$ cat src/rtl/ladr_pkg.sv
package ladr_pkg;

    typedef enum logic [1:0] {
        MODE_TEXT  = 2'b00,
        MODE_GFX   = 2'b01,
        MODE_BLANK = 2'b10
    } disp_mode_e;

    typedef enum logic [0:0] {
        ST_IDLE = 1'b0,
        ST_SCAN = 1'b1
    } seq_state_e;

    typedef struct packed {
        logic [4:0] scan_max;
        logic       dbl;
        logic [1:0] shift;
        logic       keep_lo;
        logic       keep_hi;
        logic       lo_sel;
        logic       vid_en;
        logic       gfx;
        logic       half_dot;
    } mode_cfg_t;

    localparam int RPT_W = 6;

    // Scans per row minus one, derived from the scan field and doubling bit.
    function automatic logic [RPT_W-1:0] rpt_count(input logic [1:0] shift,
                                                    input logic [4:0] smax,
                                                    input logic       dbl);
        logic [RPT_W:0] t;
        if (shift == 2'b01) begin
            return {{(RPT_W-1){1'b0}}, dbl};
        end
        t = {2'b00, smax} + 7'd1;
        if (dbl) t = {t[RPT_W-1:0], 1'b0};
        t = t - 7'd1;
        return t[RPT_W-1:0];
    endfunction

endpackage

$ cat src/rtl/ladr_cfg_latch.sv
module ladr_cfg_latch
    import ladr_pkg::*;
#(
    parameter int START_W = 16,
    parameter int PITCH_W = 12,
    parameter int LINE_W  = 11
) (
    input  logic               clk,
    input  logic               rst_n,
    input  logic               frame_go,
    input  mode_cfg_t          raw_cfg,
    input  logic [START_W-1:0] raw_start,
    input  logic [PITCH_W-1:0] raw_pitch,
    input  logic [LINE_W-1:0]  raw_split,
    output mode_cfg_t          eff_cfg,
    output logic [START_W-1:0] eff_start,
    output logic [PITCH_W-1:0] eff_pitch,
    output logic [LINE_W-1:0]  eff_split,
    output logic [RPT_W-1:0]   eff_cnt,
    output logic [1:0]         eff_mask,
    output logic [1:0]         disp_mode,
    output logic               wide
);

    mode_cfg_t          sh_cfg;
    logic [START_W-1:0] sh_start;
    logic [PITCH_W-1:0] sh_pitch;
    logic [LINE_W-1:0]  sh_split;
    disp_mode_e         mode_w;

    always_ff @(posedge clk or negedge rst_n) begin
        if (!rst_n) begin
            sh_cfg   <= '0;
            sh_start <= '0;
            sh_pitch <= '0;
            sh_split <= '0;
        end else if (frame_go) begin
            sh_cfg   <= raw_cfg;
            sh_start <= raw_start;
            sh_pitch <= raw_pitch;
            sh_split <= raw_split;
        end
    end

    // The frame pulse cycle sees the incoming values; all later cycles see the snapshot.
    always_comb begin
        eff_cfg   = frame_go ? raw_cfg   : sh_cfg;
        eff_start = frame_go ? raw_start : sh_start;
        eff_pitch = frame_go ? raw_pitch : sh_pitch;
        eff_split = frame_go ? raw_split : sh_split;
        eff_cnt   = rpt_count(eff_cfg.shift, eff_cfg.scan_max, eff_cfg.dbl);
        eff_mask  = {~eff_cfg.keep_hi, ~eff_cfg.keep_lo};
    end

    always_comb begin
        if (!sh_cfg.vid_en)  mode_w = MODE_BLANK;
        else if (sh_cfg.gfx) mode_w = MODE_GFX;
        else                 mode_w = MODE_TEXT;
        disp_mode = mode_w;
        wide      = sh_cfg.half_dot & ~sh_cfg.shift[1];
    end

    assert_mode_pick_R9: assert property (@(posedge clk) disable iff (!rst_n)
        frame_go |=> disp_mode == (!$past(raw_cfg.vid_en) ? 2'b10 :
                                   ($past(raw_cfg.gfx) ? 2'b01 : 2'b00)));

    assert_wide_pick_R10: assert property (@(posedge clk) disable iff (!rst_n)
        frame_go |=> wide == ($past(raw_cfg.half_dot) &&
                              ($past(raw_cfg.shift) == 2'b00 || $past(raw_cfg.shift) == 2'b01)));

    assert_mode_hold_R11: assert property (@(posedge clk) disable iff (!rst_n)
        !frame_go |=> $stable(disp_mode) && $stable(wide));

endmodule

$ cat src/rtl/ladr_row_seq.sv
module ladr_row_seq
    import ladr_pkg::*;
#(
    parameter int ADDR_W  = 18,
    parameter int START_W = 16,
    parameter int PITCH_W = 12,
    parameter int LINE_W  = 11,
    parameter int ROW_W   = 8
) (
    input  logic               clk,
    input  logic               rst_n,
    input  logic               frame_go,
    input  logic               line_step,
    input  logic [START_W-1:0] start,
    input  logic [PITCH_W-1:0] pitch,
    input  logic [LINE_W-1:0]  split,
    input  logic [RPT_W-1:0]   cnt,
    input  logic [1:0]         mask,
    output logic [ADDR_W-1:0]  nxt_base,
    output logic [ROW_W-1:0]   nxt_row,
    output logic [LINE_W-1:0]  line_q,
    output logic               upd
);

    seq_state_e        state_q, state_d;
    logic [ADDR_W-1:0] base_q;
    logic [ROW_W-1:0]  row_q;
    logic [RPT_W-1:0]  rpt_q, nxt_rpt;
    logic [LINE_W-1:0] nxt_line;

    // State register
    always_ff @(posedge clk or negedge rst_n) begin
        if (!rst_n) state_q <= ST_IDLE;
        else        state_q <= state_d;
    end

    // Next state and next scanline values
    always_comb begin
        state_d  = state_q;
        nxt_base = base_q;
        nxt_row  = row_q;
        nxt_rpt  = rpt_q;
        nxt_line = line_q;
        upd      = 1'b0;
        if (frame_go) begin
            state_d  = ST_SCAN;
            nxt_base = ADDR_W'({start, 2'b00});
            nxt_row  = '0;
            nxt_rpt  = cnt;
            nxt_line = '0;
            upd      = 1'b1;
        end else begin
            unique case (state_q)
                ST_IDLE: state_d = ST_IDLE;
                ST_SCAN: begin
                    if (line_step) begin
                        upd = 1'b1;
                        if (rpt_q == '0) begin
                            if ((row_q[1:0] & mask) == mask)
                                nxt_base = base_q + ADDR_W'(pitch);
                            nxt_row = row_q + 1'b1;
                            nxt_rpt = cnt;
                        end else begin
                            nxt_rpt = rpt_q - 1'b1;
                        end
                        if (line_q == split) nxt_base = '0;
                        nxt_line = line_q + 1'b1;
                    end
                end
            endcase
        end
    end

    // Scanline registers
    always_ff @(posedge clk or negedge rst_n) begin
        if (!rst_n) begin
            base_q <= '0;
            row_q  <= '0;
            rpt_q  <= '0;
            line_q <= '0;
        end else if (upd) begin
            base_q <= nxt_base;
            row_q  <= nxt_row;
            rpt_q  <= nxt_rpt;
            line_q <= nxt_line;
        end
    end

    assert_idle_quiet_R1: assert property (@(posedge clk) disable iff (!rst_n)
        (state_q == ST_IDLE && !frame_go) |=> line_q == '0 && row_q == '0);

    assert_frame_clear_R2: assert property (@(posedge clk) disable iff (!rst_n)
        frame_go |=> line_q == '0 && row_q == '0 && state_q == ST_SCAN);

    assert_rpt_bound_R3: assert property (@(posedge clk) disable iff (!rst_n)
        (state_q == ST_SCAN && !frame_go) |-> rpt_q <= cnt);

    assert_row_hold_R3: assert property (@(posedge clk) disable iff (!rst_n)
        (state_q == ST_SCAN && line_step && !frame_go && rpt_q != '0) |=> $stable(row_q));

    assert_line_count_R12: assert property (@(posedge clk) disable iff (!rst_n)
        (state_q == ST_SCAN && line_step && !frame_go) |=> line_q == $past(line_q) + 1'b1);

endmodule

$ cat src/rtl/ladr_bit_subst.sv
module ladr_bit_subst #(
    parameter int ADDR_W = 18,
    parameter int ROW_W  = 8
) (
    input  logic [ADDR_W-1:0] base,
    input  logic [ROW_W-1:0]  row,
    input  logic              keep_lo,
    input  logic              keep_hi,
    input  logic              lo_sel,
    output logic [ADDR_W-1:0] addr
);

    always_comb begin
        addr = base;
        if (!keep_lo) begin
            if (lo_sel) addr[15] = row[0];
            else        addr[14] = row[0];
        end
        // Row bit 1 is applied last so it wins on bit 15.
        if (!keep_hi) addr[15] = row[1];
    end

endmodule

$ cat src/rtl/ladr_gen.sv
module ladr_gen
    import ladr_pkg::*;
#(
    parameter int START_W = 16,
    parameter int PITCH_W = 12,
    parameter int LINE_W  = 11,
    parameter int ROW_W   = 8
) (
    input  logic                 clk,
    input  logic                 rst_n,
    input  logic                 frame_go,
    input  logic                 line_step,
    input  logic [START_W-1:0]   cfg_start,
    input  logic [PITCH_W-1:0]   cfg_pitch,
    input  logic [LINE_W-1:0]    cfg_split,
    input  logic [4:0]           cfg_scan_max,
    input  logic                 cfg_dbl,
    input  logic [1:0]           cfg_shift,
    input  logic                 cfg_keep_lo,
    input  logic                 cfg_keep_hi,
    input  logic                 cfg_lo_sel,
    input  logic                 cfg_vid_en,
    input  logic                 cfg_gfx,
    input  logic                 cfg_half_dot,
    output logic [START_W+1:0]   line_addr,
    output logic [LINE_W-1:0]    line_num,
    output logic [1:0]           disp_mode,
    output logic                 wide_out
);

    localparam int ADDR_W = START_W + 2;

    mode_cfg_t          raw_cfg, eff_cfg;
    logic [START_W-1:0] eff_start;
    logic [PITCH_W-1:0] eff_pitch;
    logic [LINE_W-1:0]  eff_split;
    logic [RPT_W-1:0]   eff_cnt;
    logic [1:0]         eff_mask;
    logic [ADDR_W-1:0]  nxt_base, nxt_addr, addr_q;
    logic [ROW_W-1:0]   nxt_row;
    logic               upd;

    always_comb begin
        raw_cfg.scan_max = cfg_scan_max;
        raw_cfg.dbl      = cfg_dbl;
        raw_cfg.shift    = cfg_shift;
        raw_cfg.keep_lo  = cfg_keep_lo;
        raw_cfg.keep_hi  = cfg_keep_hi;
        raw_cfg.lo_sel   = cfg_lo_sel;
        raw_cfg.vid_en   = cfg_vid_en;
        raw_cfg.gfx      = cfg_gfx;
        raw_cfg.half_dot = cfg_half_dot;
    end

    ladr_cfg_latch #(.START_W(START_W), .PITCH_W(PITCH_W), .LINE_W(LINE_W)) u_cfg (
        .clk       (clk),
        .rst_n     (rst_n),
        .frame_go  (frame_go),
        .raw_cfg   (raw_cfg),
        .raw_start (cfg_start),
        .raw_pitch (cfg_pitch),
        .raw_split (cfg_split),
        .eff_cfg   (eff_cfg),
        .eff_start (eff_start),
        .eff_pitch (eff_pitch),
        .eff_split (eff_split),
        .eff_cnt   (eff_cnt),
        .eff_mask  (eff_mask),
        .disp_mode (disp_mode),
        .wide      (wide_out)
    );

    ladr_row_seq #(.ADDR_W(ADDR_W), .START_W(START_W), .PITCH_W(PITCH_W),
                   .LINE_W(LINE_W), .ROW_W(ROW_W)) u_seq (
        .clk       (clk),
        .rst_n     (rst_n),
        .frame_go  (frame_go),
        .line_step (line_step),
        .start     (eff_start),
        .pitch     (eff_pitch),
        .split     (eff_split),
        .cnt       (eff_cnt),
        .mask      (eff_mask),
        .nxt_base  (nxt_base),
        .nxt_row   (nxt_row),
        .line_q    (line_num),
        .upd       (upd)
    );

    ladr_bit_subst #(.ADDR_W(ADDR_W), .ROW_W(ROW_W)) u_sub (
        .base    (nxt_base),
        .row     (nxt_row),
        .keep_lo (eff_cfg.keep_lo),
        .keep_hi (eff_cfg.keep_hi),
        .lo_sel  (eff_cfg.lo_sel),
        .addr    (nxt_addr)
    );

    always_ff @(posedge clk or negedge rst_n) begin
        if (!rst_n)   addr_q <= '0;
        else if (upd) addr_q <= nxt_addr;
    end

    assign line_addr = addr_q;

    assert_addr_hold_R12: assert property (@(posedge clk) disable iff (!rst_n)
        (!frame_go && !line_step) |=> $stable(line_addr) && $stable(line_num));

    assert_frame_line0_R2: assert property (@(posedge clk) disable iff (!rst_n)
        (frame_go && cfg_keep_lo && cfg_keep_hi) |=> line_addr == {$past(cfg_start), 2'b00});

endmodule

$ cat config.mk
export PLATFORM = sky130hd
export DESIGN_NAME = ladr_gen
export DESIGN_NICKNAME = d
export VERILOG_FILES = /design/src/rtl/ladr_pkg.sv /design/src/rtl/ladr_cfg_latch.sv /design/src/rtl/ladr_row_seq.sv /design/src/rtl/ladr_bit_subst.sv /design/src/rtl/ladr_gen.sv
export SDC_FILE = /design/constraint.sdc
export NUM_CORES = 1
export LEC_CHECK = 0
export BUFFER_PORTS_ARGS = -buffer_cell sky130_fd_sc_hd__buf_2
export CAP_MARGIN = 20
export CORE_MARGIN = 2
export CORE_UTILIZATION = 30
export CTS_CLUSTER_DIAMETER = 80
export DETAILED_ROUTE_END_ITERATION = 12
export GPL_TIMING_DRIVEN = 1
export SYNTH_ARGS = -nofsm -noshare
export SYNTH_HDL_FRONTEND = slang
export SYNTH_SLANG_ARGS = --single-unit
$ cat constraint.sdc
create_clock -name clk -period 4.25 [get_ports clk]
set_clock_uncertainty 0.15 [all_clocks]
set_input_delay 0.2125 -clock clk [delete_from_list [all_inputs] [get_ports clk]]
set_output_delay 0.2125 -clock clk [all_outputs]
set_load 0.005 [all_outputs]
==> results.md, run 1 <==
- Outcome: complete, no violations
- Most Used Layer, Global Route: met2
- GRT met1 Usage: 18.8%
- Crit-path max cell delay: 0.57 ns
- Asr flop ratio synth: between 90% and 100%
- Wirelength per Cell: 15.0 um
- Min-delay worst type: primary input to flop
- Die H: 129 um
- DR iter-0 viols: around 220
- Fmax: around 0.31 GHz
- Top cells by count, synth: dfrtp_1, nand2_1, nor2_1
- DIE AREA: 16,800 um2
- Nets: between 600 and 700
- Vias per cell: between 4 and 5
- Post-synth cell types: 67
- Yosys reg bits: 77
- Slew Limit Headroom: 51.7%
- Leading area contributor after synthesis: dfrtp_1
- Crit. End Element: flop
- Main synth FF type: dfrtp_1
- Synth-to-layout area growth: 27.6%
- Critical Path RT: 4.37 ns
- Reg2reg setup slack: 1.24 ns
- Yosys top cell area share: 40.8%
- Initial antenna violation count: 1
- Total wire length: roughly 12 mm
- Grt ovf: 0
- Max VDD drop: 0.000237 V
- Initial Utilization: 30.8%
- Clock Latency Late Sink: 0.35 ns
- CTS HTree Levels: 3
- CTS Sinks: 77
- Core area: 15,300 um2
- Antenna Violating Nets Remaining: 0
- Final setup violation count: 0
- CP cell instances: dlygate4sd3_1 > buf_2 > mux2_2 > ha_1 > fa_1 > a21oi_1 > o211ai_1 > a2111oi_2 > o31a_1 > o221ai_1 > a31oi_1
- Layout cells sized above 1: 24.9%
- Post-synth net total: 553
- GR Layer Usage met3: 3.67%
- Vias in the first global route: 3,910
- Register area share after synthesis: between 40 and 50%
- # rows: 45
- Fin area: between 6000 and 7000 um2
- Reg clk slew, reported paths: roughly 0.070 ns
- Fin Setup TNS: 0 ns
- First-pass GRT wire length: 19.6 mm
- Pin slew with the least headroom to its limit: 0.716 ns
- Synth warn: 0
- Lkg Pwr: between 2 and 3 nW
- GR Util All Layers: between 10% and 20%
- Detailed placement HPWL: between 8 and 9 mm
- IO Count: 89
- Avg Cell Area, Syn: ~9.8 um2
- Vias: around 4,000
- Final Hold Fails: 0
- Placed Area: 5240 um2
- Max Cap Viol: 0
- Buffers on Ports: 88
- Fin crit period: 3.21 ns
- Top area cells in the synthesized netlist: dfrtp_1, mux2_2, xor2_1
- Final GP Congestion: 0.875
- Pins Over Slew Limit: 0
- ANT cells: 0
- Met2 Use GR: 25.1%
- Crit Path Category: primary input to flop
- Number of flops mapped to enable cells by yosys: 0
- Worst path slowest cell: a2111oi_2
- WP data arrival: about 3.3 ns
- First-pass DRT Iterations: 4
- # DRC: 0
- Total CTS buffers: 9
- Synth Cell Area: about 4700 um2
- Critical-path maximum fanout: 5
- Die Wd: 129 um
- Maximum root-to-sink buffer count: 2
- Cells after synthesis: 480
- CTS tree: yes
- Largest net degree at the start of global routing: 78
- PD cells: approximately 370 nW/um2
- Critical path startpoint category: primary input
- Most used standard cell by instance count after synthesis: dfrtp_1
- Root Buffer Master: clkbuf_16
- Final Cycle Share: 75.4%
- RSZ-0062 raised after global routing: false
==> where the power goes <==
group	total, W	switching, W	internal, W
Clock	0.000837	0.000308	0.000529
Combinational	0.000530	0.000290	0.000240
Sequential	0.000854	0.0000511	0.000803
==> cells in the final DEF, fill, tap and decap left out, drive strengths merged, types with 10 or more instances in the layout <==
master       count
a21oi           26
buf             92
clkbuf          10
dfrtp           77
dlygate4sd3     43
ha              15
inv             24
mux2            31
nand2           45
nand3           16
nor2            30
o21ai           25
o221ai          12
xnor2           12
xor2            23
==> critical path, delay by kind of cell <==
kind                     cells  cell delay [ns]
AO/OA/AOI/OAI                6             1.53
buffers and inverters        2             0.68
adder cells (fa/ha/maj)      2             0.64
multiplexers                 1             0.27
==> cell families after synthesis <==
logic type | share of synthesized area, %
XOR/XNOR | 6.49
adder cells (fa/ha/maj) | 4.40
multiplexers | 9.25
AO/OA/AOI/OAI | 17.9
AND/OR/NAND/NOR | 14.6
buffers and inverters | 6.52
flip-flops | 40.8
==> sequential cells by signal, summed over array words and instances, names as in the netlist <==
name / count
u_cfg.sh_split: 11
line_addr: 17
u_seq.base_q: 3
u_cfg.sh_pitch: 12
u_seq.line_q: 11
u_seq.rpt_q: 6
u_seq.row_q: 2
u_cfg.sh_cfg: 14
u_seq.state_q: 1
==> final cells by class <==
cell class / count / area (um2)
clock inverters: 6 / 86.3
repair buffers: 135 / 923
fillers: 1536 / 9290
clock buffers: 10 / 239
flip-flops and latches: 77 / 1930
multi-input cells: 345 / 2490
inverters: 26 / 97.6
well taps: 211 / 264
==> stage by stage <==
stage / cells / power (W) / hold slack [ns] / setup slack (ns) / utilization [%]
after floorplan: 480 / 0.00123 / -0.233 / 0.567 / -
final: 810 / 0.00222 / 0.0234 / 1.05 / 39.3
after global routing: 810 / 0.00234 / 0.0315 / 0.882 / 39.3
after CTS: 809 / 0.00225 / 0.0108 / 1.04 / 39.2
after detailed placement: 750 / 0.00136 / 0.283 / 0.969 / 34.2
after global placement: 750 / 0.00135 / 0.272 / 1.07 / 34.2
==> per-layer routing <==
| layer | routed length, um | part of all wire (%) | up-vias |
|---|---|---|---|
| li1 | - | - | 1954 |
| met1 | 5520 | 45 | 1939 |
| met2 | 5850 | 48 | 107 |
| met3 | 653 | 5.4 | 16 |
| met4 | 146 | 1.2 | 2 |
| met5 | 13 | 0.11 | - |
==> timing repair <==
| item | 4_1_cts | 5_1_grt |
|---|---|---|
| hold buffers | 43 | 0 |
| setup buffers | 0 | 0 |
| gates resized for setup | 0 | 0 |
| endpoints found under the hold margin | 119 | 0 |
| endpoints found under the setup margin | 0 | 0 |
==> worst paths after layout <==
kind	endpoint	startpoint	depth (start not counted)
worst max-delay path	line_addr[14]$_DFFE_PN0P_	cfg_pitch[0]	11
worst min-delay path	u_cfg.sh_pitch[1]$_DFF_PN0_	cfg_pitch[1]	2
worst max register to register	line_addr[14]$_DFFE_PN0P_	u_cfg.sh_pitch[0]$_DFF_PN0_	9
worst min register to register	u_cfg.sh_cfg[6]$_DFF_PN0_	u_cfg.sh_cfg[6]$_DFF_PN0_	2
max in group asynchronous	line_addr[8]$_DFFE_PN0P_	rst_n	3
min in group asynchronous	u_cfg.sh_pitch[3]$_DFF_PN0_	rst_n	2
(Power assumes the default switching activity.)
==> run 2, diff against run 1 <==
--- a/config.mk
+++ b/config.mk
@@ -5,6 +5,7 @@
 export SDC_FILE = /design/constraint.sdc
 export NUM_CORES = 1
 export LEC_CHECK = 0
+export ABC_AREA = 1
 export BUFFER_PORTS_ARGS = -buffer_cell sky130_fd_sc_hd__buf_2
 export CAP_MARGIN = 20
 export CORE_MARGIN = 2
==> constraint.sdc (replaced) <==
create_clock -name clk -period 3.05 [get_ports clk]
set_clock_uncertainty 0.15 [all_clocks]
set_input_delay 0.1525 -clock clk [delete_from_list [all_inputs] [get_ports clk]]
set_output_delay 0.1525 -clock clk [all_outputs]
set_load 0.005 [all_outputs]
==> run 2 against run 1 <==
  * Final cell count increased by 16%
  * Worst hold slack worse by 0.0060 ns
  * First-iteration DRC count increased by 0.46%
  * Non-clock buffer count is 10 higher
  * Power rose by 39%
  * Worst setup slack worse by 0.88 ns
  * Routed wire length increased by 3.1%
  * Critical path depth up 4
  * Sequential power up 41%
  * Core utilization increased by 0.34 points
  * Synthesized cell count grew 29%
  * Register-to-register slack got worse by 0.55 ns
  * Critical path type unchanged
  * Critical endpoint is now line_addr[12]$_DFFE_PN0P_
  * Largest power group unchanged
  * Highest routed layer is now met4
==> results.md, run 2 <==
- Outcome: complete, no violations
- Die Wd: around 130 um
- Critical-path maximum fanout: 4
- Vias per cell: 4.67
- First-pass DRT Iterations: 6
- Routed metal-1 wirelength: between 6 and 7 mm
- Max FFs per register: 17
- Worst Setup SP: cfg_pitch[0]
- Vias: 4,380
- First-pass GRT wire length: 20.7 mm
- Total CTS buffers: 9
- DIE AREA: 16,400 um2
- Crit Reg-Reg Endpoint: line_addr[8]$_DFFE_PN0P_
- Commonest non-fill, non-tap cell in the layout: nand2_1
- Most used standard cell by instance count after synthesis: nand2_1
- Final Hold Fails: 0
- Critical path startpoint category: primary input
- Nets: 817
- Lkg Pwr: 3.08 nW
- Wirelength per Cell: roughly 13 um
- Hold_sp: cfg_scan_max[1]
- Hold Path End: u_cfg.sh_cfg[10]$_DFF_PN0_
- Hold slack: ~0.017 ns
- DR iter-0 viols: 218
- Die H: about 130 um
- Buffers on Ports: 88
- # DRC: 0
- Layout cells sized above 1: a little under a fifth
- Commonest non-fill, non-tap cells in the layout: nand2_1, buf_2, dfrtp_1
- PnR worst setup slack: 0.162 ns
- Met3 WL: 437 um
- Reg2Reg Launch Point: u_seq.rpt_q[0]$_DFFE_PN0P_
- Worst r2r path cells: 10
- Synth warn: 0
- Synth Area in Compound Gates: 11.5%
- Total wire length: 12.6 mm
- Synth-to-layout area growth: 30.0%
- Synth Area in Adders: ~4.5%
- Initial antenna violation count: 0
- Reg clk slew, reported paths: approximately 0.060 ns
- Max VDD drop: 0.000249 V
- Max Cap Viol: 0
- Avg Cell Area, Syn: 7.48 um2
- Clock Latency Late Sink: 0.34 ns
- Fin area: 6010 um2
- Asr flop ratio synth: 100%
- Fin Setup TNS: 0 ns
- Maximum root-to-sink buffer count: 2
- Worst path slowest cell: dlygate4sd3_1
- Crit Path Category: primary input to flop
- Slew Limit Headroom: 71.1%
- WL met2: 5.80 mm
- CTS tree: yes
- CP cell instances: dlygate4sd3_1 > buf_2 > nand2_1 > dlygate4sd3_1 > nand2_1 > ha_2 > fa_2 > nand2_2 > a21oi_4 > nand3_1 > nand4_1 > nand2_1 > buf_4 > nand4_1 > a21oi_1
- Crit-path max cell delay: 0.57 ns
- CTS Sinks: 77
- # rows: 45
- Critical Path RT: 3.17 ns
- Grt ovf: 0
- Yosys top cell area share: 41.7%
- Pins Over Slew Limit: 0
- Pin slew with the least headroom to its limit: around 0.43 ns
- Largest family of logic cells by synthesized area: simple AND/OR/NAND/NOR gates
- Yosys reg bits: 77
- Antenna Violating Nets Remaining: 0
- CP dominant cell by count: nand2_1
- Top cells by count, synth: nand2_1, dfrtp_1, inv_1
- Register area share after synthesis: between 40% and 50%
- Final GP Congestion: 0.790
- Final setup violation count: 0
- Final Cycle Share: 94.7%
- Fmax: 0.346 GHz
- Top area cells in the synthesized netlist: dfrtp_1, nand2_1, inv_1
- Main synth FF type: dfrtp_1
- Reg2reg setup slack: a little under 0.7 ns
- Number of flops mapped to enable cells by yosys: 0
- Crit. End Element: flop
- DR top layer: met4
- Post-synth cell types: 43
- Largest net degree at the start of global routing: 78
- IO Count: around 90
- Core area: 15,100 um2
- Placed Area: 5120 um2
- GR Util All Layers: 15.9%
- Initial Utilization: between 30% and 40%
- CTS HTree Levels: 3
- Fin crit period: 2.89 ns
- Leading area contributor after synthesis: dfrtp_1
- PD cells: 514 nW/um2
- Detailed placement HPWL: 8.98 mm
- Synth Cell Area: between 4000 and 5000 um2
- Fillers: 1,537
- Vias in the first global route: 4,247
- Hold Path Cell Cnt: 3
- Post-synthesis simple-gate area fraction: 30.3%
- Post-synthesis mux area share: 0%
- Pre-CTS setup slack: 0.466 ns
- Min-delay worst type: primary input to flop
- ANT cells: 0
- XOR/XNOR share of the synthesized area: 2.46%
- Cells after synthesis: 618
- Post-synth net total: slightly below 700
- Root Buffer Master: clkbuf_16
- WP data arrival: 3.01 ns
run 2: report_power, final:
| group | internal, W | switching, W | total [W] |
|---|---|---|---|
| Combinational | 0.000323 | 0.000451 | 0.000774 |
| Clock | 0.000645 | 0.000464 | 0.00111 |
| Sequential | 0.00113 | 0.0000769 | 0.00120 |
| Total | 0.00210 | 0.000992 | 0.00309 |
run 2: area by class of cell:
type	instances	area (um2)	area share [%]
Clock buffer	9	225	3.75
Clock inverter	7	81.3	1.35
Inverter	61	231	3.85
Multi-Input combinational cell	450	2290	38.1
Sequential cell	77	1930	32.1
Tap cell	188	235	3.92
Timing Repair Buffer	145	1020	17.0
run 2: kinds of logic after synthesis:
kind of cell	after synthesis
adder cells (fa/ha/maj)	16
AO/OA/AOI/OAI	89
XOR/XNOR	13
flip-flops	77
buffers and inverters	91
AND/OR/NAND/NOR	332
run 2: how the worst max path moves through the flow:
stage                                endpoint  slack, ns  depth (start not counted)
floorplan           line_addr[16]$_DFFE_PN0P_       0.34                         17
global placement    line_addr[16]$_DFFE_PN0P_       0.55                         15
detailed placement  line_addr[16]$_DFFE_PN0P_       0.47                         15
CTS                  line_addr[8]$_DFFE_PN0P_       0.02                         14
global route        line_addr[16]$_DFFE_PN0P_     -0.006                         17
finish              line_addr[12]$_DFFE_PN0P_       0.16                         15
run 2: through the flow:
stage               power [W]  std cells  util, %
global placement      0.00192        868     33.8
floorplan             0.00172        618        -
global route          0.00330        937     39.7
detailed placement    0.00193        868     33.8
CTS                   0.00311        935     39.2
finish                0.00309        937     39.7
run 2: what timing repair did:
item,in CTS,in global routing
endpoints found under the hold margin,126,0
resized for setup,0,9
hold buffers,51,0
endpoints found under the setup margin,0,7
buffers inserted,0,1
run 2: worst max-delay path, delay by kind of cell:
family / cells / cell delay, ns
AOI/OAI and AO/OA: 2 / 0.23
adders and majority gates: 2 / 0.52
buffers and inverters: 4 / 1.37
and+or+nand+nor: 7 / 0.71
run 2: layer usage:
layer	vias up	GRT usage, %
met4	0	6.46
met2	86	26.0
met3	19	2.92
met1	2029	20.8
li1	2246	-
met5	-	0
==> run 3, diff against run 2 <==
--- a/config.mk
+++ b/config.mk
@@ -9,10 +9,12 @@
 export BUFFER_PORTS_ARGS = -buffer_cell sky130_fd_sc_hd__buf_2
 export CAP_MARGIN = 20
 export CORE_MARGIN = 2
-export CORE_UTILIZATION = 30
+export CORE_UTILIZATION = 55
 export CTS_CLUSTER_DIAMETER = 80
 export DETAILED_ROUTE_END_ITERATION = 12
 export GPL_TIMING_DRIVEN = 1
+export PLACE_DENSITY = 0.76
 export SYNTH_ARGS = -nofsm -noshare
 export SYNTH_HDL_FRONTEND = slang
+export SYNTH_HIERARCHICAL = 1
 export SYNTH_SLANG_ARGS = --single-unit
==> run 3 against run 2 <==
  * Combinational power grew 19%
  * Largest cell class unchanged
  * Fmax up 9.1%
  * Global-route usage up 12 points
  * The flow now finishes with violations (design-rule violations)
  * Critical endpoint is now line_addr[14]$_DFFE_PN0P_
==> results.md, run 3 <==
- Outcome: finished, violations left
- Failing checks: design-rule violations
- Nets: approximately 1,100
- Min-delay worst type: primary input to flop
- Vias in the first global route: between 5,000 and 6,000
- Final Hold Fails: 0
- Total CTS buffers: 9
- Hold_sp: frame_go
- Non-Filler Instances: roughly 1,200
- Reg clk slew, reported paths: approximately 0.07 ns
- Critical-path maximum fanout: 6
- Vias: 6,025
- WP data arrival: about 2.8 ns
- Final GP Congestion: 0.926
- # DRC: 1
- Critical Path RT: about 3.2 ns
- Hold Path End: u_cfg/sh_pitch[0]$_DFF_PN0_
- Pin slew with the least headroom to its limit: 0.627 ns
- GR Util All Layers: 27.7%
- Antenna Violating Nets Remaining: 0
- Synth warn: 6
- Initial antenna violation count: 0
- First-pass GRT wire length: between 20 and 30 mm
- CTS HTree Levels: 3
- Lkg Pwr: roughly 4.3 nW
- Fillers: 981
- Fin crit period: 2.65 ns
- PnR worst setup slack: 0.402 ns
- Grt ovf: 0
- Die H: 113 um
- Worst r2r path cells: 18
- IO Count: slightly below 90
- Crit. End Element: flop
- Reg2Reg Launch Point: u_cfg/sh_pitch[0]$_DFF_PN0_
- Reg2reg setup slack: between 0.5 and 0.6 ns
- Total wire length: roughly 17 mm
- Fmax: 0.378 GHz
- Pre-CTS setup slack: about 0.26 ns
- CTS Sinks: 109
- CP cell instances: dlygate4sd3_1 > buf_2 > nand2_1 > nand2_1 > ha_1 > inv_1 > fa_1 > inv_1 > nand3_1 > nand3_1 > nand3_1 > nand3_1 > nand2_1 > nand2_1 > nand3_1 > nand2_1 > nor2_1 > a21oi_1 > nand2_1 > nand2_1
- DR iter-0 viols: 494
- Core area: 11,500 um2
- Footprint of the multi-input gates: ~3100 um2
- Register area: 2730 um2
- Max Cap Viol: 0
- Die Wd: 113 um
- RSZ-0062 raised after global routing: false
- Crit Reg-Reg Endpoint: line_addr[14]$_DFFE_PN0P_
- ANT cells: 0
- Layout cells sized above 1: 16.3%
- Root Buffer Master: clkbuf_16
- Pins Over Slew Limit: 0
- Commonest non-fill, non-tap cells in the layout: nand2_1, dfrtp_1, inv_1
- PD cells: 497 nW/um2
- Initial Utilization: 56.8%
- Wirelength per Cell: 14.2 um
- Inst Count DP: about 1,100
- Detailed placement HPWL: 11.6 mm
- Synth Cell Area: 6540 um2
- # rows: 39
- Avg Cell Area, Syn: 7.18 um2
- Vias per cell: approximately 5
- Crit Path Category: primary input to flop
- Buffers on Ports: 88
- Fin Setup TNS: 0 ns
- Cells after synthesis: 912
- Hold Path Cell Cnt: 3
- Final Cycle Share: 86.8%
- Max VDD drop: 0.000373 V
- Final setup violation count: 0
- Slew Limit Headroom: 58.2%
- Placed Area: 7000 um2
- Post-synth net total: 986
- CP dominant cell by count: nand2_1
- Maximum root-to-sink buffer count: 2
- First-pass DRT Iterations: 11
- DIE AREA: between 10,000 and 15,000 um2
- Post CTS Setup Buffer Count: 0
- Commonest non-fill, non-tap cell in the layout: nand2_1
- Largest net degree at the start of global routing: 83
- Crit-path max cell delay: approximately 0.53 ns
- Worst path slowest cell: dlygate4sd3_1
- Clock Latency Late Sink: 0.36 ns
- CTS tree: yes
- Critical path startpoint category: primary input
- Fin area: slightly below 8000 um2
- Synth-to-layout area growth: 19.8%
-- run 3: critical path, delay by kind of cell --
kind	cells	cell delay [ns]
and+or+nand+nor	13	1.12
buffers and inverters	4	0.83
adders and majority gates	2	0.58
AOI/OAI and AO/OA	1	0.11
-- run 3: layer usage --
layer / up-vias / global-route usage (%) / share of wire (%)
met3: 26 / 5.36 / 4.3
met2: 166 / 46.1 / 48
li1: 3058 / - / -
met5: - / 0 / 0
met4: 0 / 7.89 / 2.1
met1: 2775 / 37.3 / 45
-- run 3: cell type report --
| class | count | share of cell area [%] |
|---|---|---|
| sequential | 109 | 34.8 |
| tap | 143 | 2.28 |
| multi-input combinational | 662 | 40.2 |
| clock inverter | 3 | 0.862 |
| clock buffer | 13 | 3.32 |
| inverter | 101 | 4.97 |
| timing repair buffer | 152 | 13.6 |
-- run 3: timing repair --
item | in CTS | in global routing
hold endpoints to repair | 77 | 0
hold buffers | 51 | 0
endpoints found under the setup margin | 0 | 0
resized for setup | 0 | 0
-- run 3: where the power goes --
part	internal, W	switching, W	total (W)
sequential	0.00159	0.0000976	0.00169
clock	0.000766	0.000517	0.00128
combinational	0.000362	0.000562	0.000924
total	0.00272	0.00118	0.00389
-- run 3: worst max path at each step --
stage / startpoint / end / slack, ns / cells after the start
floorplan: frame_go / line_addr[14]$_DFFE_PN0P_ / 0.36 / 20
global placement: frame_go / line_addr[14]$_DFFE_PN0P_ / 0.33 / 19
detailed placement: frame_go / line_addr[14]$_DFFE_PN0P_ / 0.26 / 20
CTS: cfg_pitch[0] / line_addr[14]$_DFFE_PN0P_ / 0.43 / 20
global route: cfg_pitch[0] / line_addr[14]$_DFFE_PN0P_ / 0.17 / 20
finish: cfg_pitch[0] / line_addr[14]$_DFFE_PN0P_ / 0.40 / 20
-- run 3: metrics by stage --
step / util, % / hold WS, ns / total power [W]
floorplan: - / -0.293 / 0.00233
global placement: 60.8 / -0.0531 / 0.00256
detailed placement: 60.8 / -0.0543 / 0.00257
CTS: 68.0 / 0.0175 / 0.00390
global route: 68.0 / 0.0584 / 0.00412
finish: 68.0 / 0.0373 / 0.00389
